--- config.mk ---
export PLATFORM = sky130hd
export DESIGN_NAME = keyed_wdog
export DESIGN_NICKNAME = d
export VERILOG_FILES = /design/src/rtl/keyed_wdog.sv
export SDC_FILE = /design/constraint.sdc
export NUM_CORES = 1
export LEC_CHECK = 0
export ABC_CLOCK_PERIOD_IN_PS = 6300
export BUFFER_PORTS_ARGS = -buffer_cell sky130_fd_sc_hd__clkbuf_2
export CAP_MARGIN = 20
export CORE_MARGIN = 5
export CORE_UTILIZATION = 28
export CTS_BUF_LIST = sky130_fd_sc_hd__clkbuf_8
export CTS_CLUSTER_DIAMETER = 50
export DETAILED_ROUTE_END_ITERATION = 12
export HOLD_SLACK_MARGIN = 0.12
export PLACE_DENSITY_LB_ADDON = 0.2
export RECOVER_POWER = 100
export REMOVE_ABC_BUFFERS = 1
export SLEW_MARGIN = 20
export SYNTH_ARGS = -nofsm -noshare
export SYNTH_HDL_FRONTEND = slang
export SYNTH_SLANG_ARGS = --single-unit
--- constraint.sdc ---
create_clock -name clk -period 6.3 [get_ports clk]
set_input_delay 1.26 -clock clk [delete_from_list [all_inputs] [get_ports clk]]
set_output_delay 1.26 -clock clk [all_outputs]
set_load 0.01 [all_outputs]
--- src/rtl/keyed_wdog.sv ---
module keyed_wdog #(
  parameter int UNLOCK_CYCLES = 128,
  parameter int PRE_DIV       = 256,
  parameter int WARN_TICKS    = 16
) (
  input  logic        clk,
  input  logic        rst_n,
  input  logic        bus_we,
  input  logic [3:0]  bus_addr,
  input  logic [31:0] bus_wdata,
  output logic [31:0] bus_rdata,
  input  logic [3:0]  tick_in,
  output logic        irq_o,
  output logic        wdog_rst_o
);
  localparam int WCW = $clog2(UNLOCK_CYCLES + 1);
  localparam int PW  = $clog2(PRE_DIV);
  localparam logic [3:0]  A_CS = 4'h0, A_CNT = 4'h4, A_TOV = 4'h8, A_WIN = 4'hC;
  localparam logic [15:0] REF_LO = 16'hA602, REF_HI = 16'hB480;
  localparam logic [15:0] UNL_LO = 16'hC520, UNL_HI = 16'hD928;

  logic cmd32, pres, en, ie, upd, flg, ulk, rcs;
  logic [1:0]     src, half;
  logic [15:0]    cnt, toval, win;
  logic [WCW-1:0] wleft;
  logic [PW-1:0]  pre_cnt;

  wire cnt_wr = bus_we && bus_addr == A_CNT;
  wire cs_any = bus_we && bus_addr == A_CS;
  wire cs_wr  = cs_any && ulk;
  wire is_ref = cnt_wr && (cmd32 ? bus_wdata == {REF_HI, REF_LO}
                                 : half == 2'd1 && bus_wdata == {16'h0, REF_HI});
  wire is_unl = cnt_wr && (cmd32 ? bus_wdata == {UNL_HI, UNL_LO}
                                 : half == 2'd2 && bus_wdata == {16'h0, UNL_HI});
  wire refresh_ok = is_ref && !wdog_rst_o;
  wire early      = refresh_ok && win != 16'h0 && cnt < win;
  wire unlock_ok  = is_unl && upd;
  wire sel_tick   = tick_in[src];
  wire pre_wrap   = pre_cnt == PW'(PRE_DIV - 1);
  wire step       = en && sel_tick && (!pres || pre_wrap) && !wdog_rst_o;
  wire expire     = step && ({1'b0, cnt} + 17'd1 >= {1'b0, toval});
  wire near       = {1'b0, cnt} + 17'(WARN_TICKS) >= {1'b0, toval};

  assign irq_o = ie && (flg || (en && near));

  always_ff @(posedge clk or negedge rst_n) begin
    if (!rst_n) half <= 2'd0;
    else if (bus_we) begin
      if (!cmd32 && cnt_wr && bus_wdata == {16'h0, REF_LO})      half <= 2'd1;
      else if (!cmd32 && cnt_wr && bus_wdata == {16'h0, UNL_LO}) half <= 2'd2;
      else                                                     half <= 2'd0;
    end
  end

  always_ff @(posedge clk or negedge rst_n) begin
    if (!rst_n) begin
      ulk <= 1'b0; rcs <= 1'b1; wleft <= '0;
    end else if (unlock_ok) begin
      ulk <= 1'b1; rcs <= 1'b0; wleft <= WCW'(UNLOCK_CYCLES);
    end else if (cs_wr) begin
      ulk <= 1'b0; rcs <= 1'b1;
    end else if (ulk) begin
      if (wleft <= WCW'(1)) ulk <= 1'b0;
      wleft <= wleft - WCW'(1);
    end
  end

  always_ff @(posedge clk or negedge rst_n) begin
    if (!rst_n) begin
      cmd32 <= 1'b0; pres <= 1'b0; src <= 2'd0; en <= 1'b0; ie <= 1'b0; upd <= 1'b1;
      toval <= 16'hFFFF; win <= 16'h0;
    end else begin
      if (cs_wr) begin
        cmd32 <= bus_wdata[13]; pres <= bus_wdata[12]; src <= bus_wdata[9:8];
        en <= bus_wdata[7]; ie <= bus_wdata[6]; upd <= bus_wdata[5];
      end
      if (bus_we && ulk && bus_addr == A_TOV) toval <= bus_wdata[15:0];
      if (bus_we && ulk && bus_addr == A_WIN) win <= bus_wdata[15:0];
    end
  end

  always_ff @(posedge clk or negedge rst_n) begin
    if (!rst_n) begin
      cnt <= 16'h0; pre_cnt <= '0; flg <= 1'b0; wdog_rst_o <= 1'b0;
    end else begin
      if (refresh_ok)                    pre_cnt <= '0;
      else if (en && sel_tick && pres && !wdog_rst_o)
        pre_cnt <= pre_wrap ? '0 : pre_cnt + PW'(1);
      if (early) begin
        flg <= 1'b1; wdog_rst_o <= 1'b1;
      end else if (refresh_ok) begin
        cnt <= 16'h0;
      end else if (expire) begin
        cnt <= toval; flg <= 1'b1; wdog_rst_o <= 1'b1;
      end else begin
        if (step) cnt <= cnt + 16'd1;
        if (cs_any && bus_wdata[14]) flg <= 1'b0;
      end
    end
  end

  always_comb begin
    case (bus_addr)
      A_CS:    bus_rdata = {17'h0, flg, cmd32, pres, ulk, rcs, src, en, ie, upd, 5'h0};
      A_CNT:   bus_rdata = {16'h0, cnt};
      A_TOV:   bus_rdata = {16'h0, toval};
      A_WIN:   bus_rdata = {16'h0, win};
      default: bus_rdata = 32'h0;
    endcase
  end

  AST_LOCKED_TOV: assert property (@(posedge clk) disable iff (!rst_n)
    (bus_we && bus_addr == A_TOV && !ulk) |=> $stable(toval));
  AST_RST_STICKY: assert property (@(posedge clk) disable iff (!rst_n)
    wdog_rst_o |=> wdog_rst_o);
  AST_RST_FLAG: assert property (@(posedge clk) disable iff (!rst_n)
    $rose(wdog_rst_o) |-> flg);
  AST_UNLOCK_CAUSE: assert property (@(posedge clk) disable iff (!rst_n)
    $rose(ulk) |-> $past(cnt_wr && upd));
  AST_IRQ_NEEDS_IE: assert property (@(posedge clk) disable iff (!rst_n)
    irq_o |-> ie);
endmodule

==> impl_results.md <==
- WL/cell: 19.45 um
- Clk_lat worst skew: 0.38 ns
- Number of synthesized flops with an enable pin: 0
- GRT Residual Overflow: 0
- Worst VDD drop: 0.00008508 V
- Post-synthesis cell count: 643
- Crit Path Max Fanout: 13
- Top routing layer in use: met4
- Setup crit end: bus_rdata[6]
- Dominant synthesized flop cell: dfrtp_1
- Post-cts sizing count: 0
- Placement-stage cell area: 6274 um^2
- Vias: 5071
- Die Span X: 152.6 um
- Critical path origin: bus_addr[2]
- Synth top area cells: dfrtp_1 (26%), ha_1 (11%), dfstp_2 (8.3%)
- Row cnt: 52
- H-Tree Depth: 3
- CP Class: in -> out
- Initial antenna violation count: 0
- Synth async-reset ratio: 100.0%
- Core ar.: 20100 um^2
- YS warnings: 0
- Leak: 3.020 nW
- Clock root cell: clkbuf_8
- Failing checks: capacitance limit, slew limit
- RR Endpoint: cnt[1]$_DFFE_PN0P_
- Hold Path Class: reg -> reg
- Final setup violation count: 0
- Register area share after synthesis: 34.23%
- Setup TNS: 0 ns
- Routability Congestion: 0.9335
- Cell Area, Synth: 5694 um^2
- Die area: 23290 um^2
- Most frequent cell after synthesis: nand2_1
- Design area: 6335 um^2
- CTS Buf Count: 9
- Minimum clock period: 5.259 ns
- Vias per cell: 5.222
- Netlist cell types: 65
- Slew @ Worst Pin: 2.148 ns
- Post-synth top area share: 25.93%
- Post-DRT Antenna Nets: 0
- Slew Viols, Final: 46
- Worst-path clk slew: 0.09 ns
- M1 WL: 8567 um
- First-pass GRT wire length: 29260 um
- R2r setup slk: 1.47 ns
- CTS max path bufs: 2
- Final Core Density: 31.51%
- Placed Instances: 955
- Number of global-route vias before repair: 5174
- Pwr/cell area: 197.7 nW/um^2
- Post-Syn Area per Cell: 8.856 um^2
- Met2 Wirelength: 8937 um
- Post-synth top cells: nand2_1 (68), dfrtp_1 (59), inv_1 (58)
- RSZ-0062 raised after global routing: no
- Clock Skew: 0.01186 ns
- Share of layout cells above drive strength 1: 14.27%
- Area leader, netlist: dfrtp_1
- FF+latch count, synth: 77
- 1st-iter DRT viols: 384
- Max-cap violations: 2
- Global-route usage over all layers: 15.99%
- Tcrit/Tclk final: 83.47%
- Area delta synth->final: 11.25%
- Drt total wl: 18890 um
- Cts hold-fix bufs: 0
- CTS tree: yes
- Buffers on Ports: 60
- Worst setup EP type: output pin
- DP Wirelength: 14580 um
- # IOs: 77
- Worst hold slack: 0.5072 ns
- Largest net degree at the start of global routing: 78
- Starting density of the core: 28.32%
- Initial DRT Pass Iterations: 5
- Outcome: finished, violations left
- Fmax: 190.2 MHz
- Post-CTS Setup Bufs: 0
- CP Launch Type: input pin
- Diodes inserted: 0
- Fill cells: 2140
- Worst EP required: 5.04 ns
- RR Startpoint: cnt[4]$_DFFE_PN0P_
- Max transition margin: -44.53%
- Met3 wire len: 793 um
- Crit path DAT: 4.00 ns
- Reg2reg path depth: 13
- Sink Count: 77
- Fin nets: 791
- Final hold viol count: 0
- Chip Height: 152.6 um
- Remaining DRCs: 0
- Final std cells w/o fill: 971
## sequential cells by signal, indices dropped and copies added, names as in the netlist
register	cells
cnt	16
toval	16
win	16
pre_cnt	8
wleft	8
half	2
src	2
cmd32	1
en	1
flg	1
ie	1
pres	1
rcs	1
ulk	1
upd	1
wdog_rst_o	1
## power by group
part           switching (W)  leakage, nW  internal [W]  total, W
registers          0.0000609        0.904      0.000523  0.000584
logic               0.000182         2.03      0.000127  0.000309
clock network       0.000215       0.0910      0.000144  0.000359
## cells in the final DEF, fill, tap and decap left out, types with 14 or more instances in the layout
cell	synthesis	final
ha_1	52	52
nor3_1	19	20
nand3_1	15	15
nand4_1	15	15
xnor2_1	24	24
mux2i_1	15	14
dfstp_2	18	18
o21ai_0	48	54
inv_1	58	59
dfrtp_1	59	59
clkbuf_2	0	40
clkbuf_1	18	24
nor2_1	37	38
a21oi_1	17	17
nand2_1	68	68
conb_1	1	16
## metrics by stage
| step | worst slack (ns) | total power, W |
|---|---|---|
| after global placement | 2.118 | 0.0009034 |
| after floorplan | 2.004 | 0.0007770 |
| after detailed placement | 2.067 | 0.0009061 |
| after CTS | 1.913 | 0.001272 |
| final | 1.041 | 0.001252 |
| after global routing | 0.8676 | 0.001325 |
## worst min path at each step
| stage | start | endpoint | slack, ns | cells after the start |
|---|---|---|---|---|
| 3_5_place_dp | pre_cnt[7]$_DFFE_PN0P_ | pre_cnt[7]$_DFFE_PN0P_ | 0.49 | 1 |
| 5_1_grt | pre_cnt[7]$_DFFE_PN0P_ | pre_cnt[7]$_DFFE_PN0P_ | 0.51 | 1 |
| 6_report | pre_cnt[7]$_DFFE_PN0P_ | pre_cnt[7]$_DFFE_PN0P_ | 0.51 | 1 |
| 2_1_floorplan | pre_cnt[7]$_DFFE_PN0P_ | pre_cnt[7]$_DFFE_PN0P_ | 0.44 | 1 |
| 4_1_cts | pre_cnt[7]$_DFFE_PN0P_ | pre_cnt[7]$_DFFE_PN0P_ | 0.50 | 1 |
| 3_3_place_gp | pre_cnt[7]$_DFFE_PN0P_ | pre_cnt[7]$_DFFE_PN0P_ | 0.48 | 1 |
## critical path: stages
cell,delay [ns]
clkbuf_1,0.12
nor4_1,1.73
nand2_1,0.34
o21ai_0,0.19
a221o_1,0.19
clkbuf_1,0.17
## metal layers
layer,vias to the layer above,global-route usage (%)
met5,-,0
met4,0,6.788
met3,35,1.988
met2,157,26.47
met1,2482,21.08
li1,2397,-
## cell families (layout without fill, tap and decap cells)
family	count (synthesis)	after routing	synth area share [%]
AOI/OAI and AO/OA	140	140	17.03
muxes	22	22	4.021
xor gates and xnor gates	29	29	4.460
other	1	16	0.06586
and+or+nand+nor	225	225	21.05
buffers and inverters	97	140	7.712
DFF	77	77	34.23
adders and majority gates	52	52	11.43
## layout make-up
type                    count  area [um^2]  area share [%]
inverters                  58        217.7           3.437
flip-flops and latches     77         1949           30.77
clock inverters             7        51.30          0.8098
multi-input cells         484         3346           52.81
repair buffers             66        309.0           4.879
well taps                 270        337.8           5.333
clock buffers               9        123.9           1.955
No activity file was read; power rests on OpenSTA's default activity.
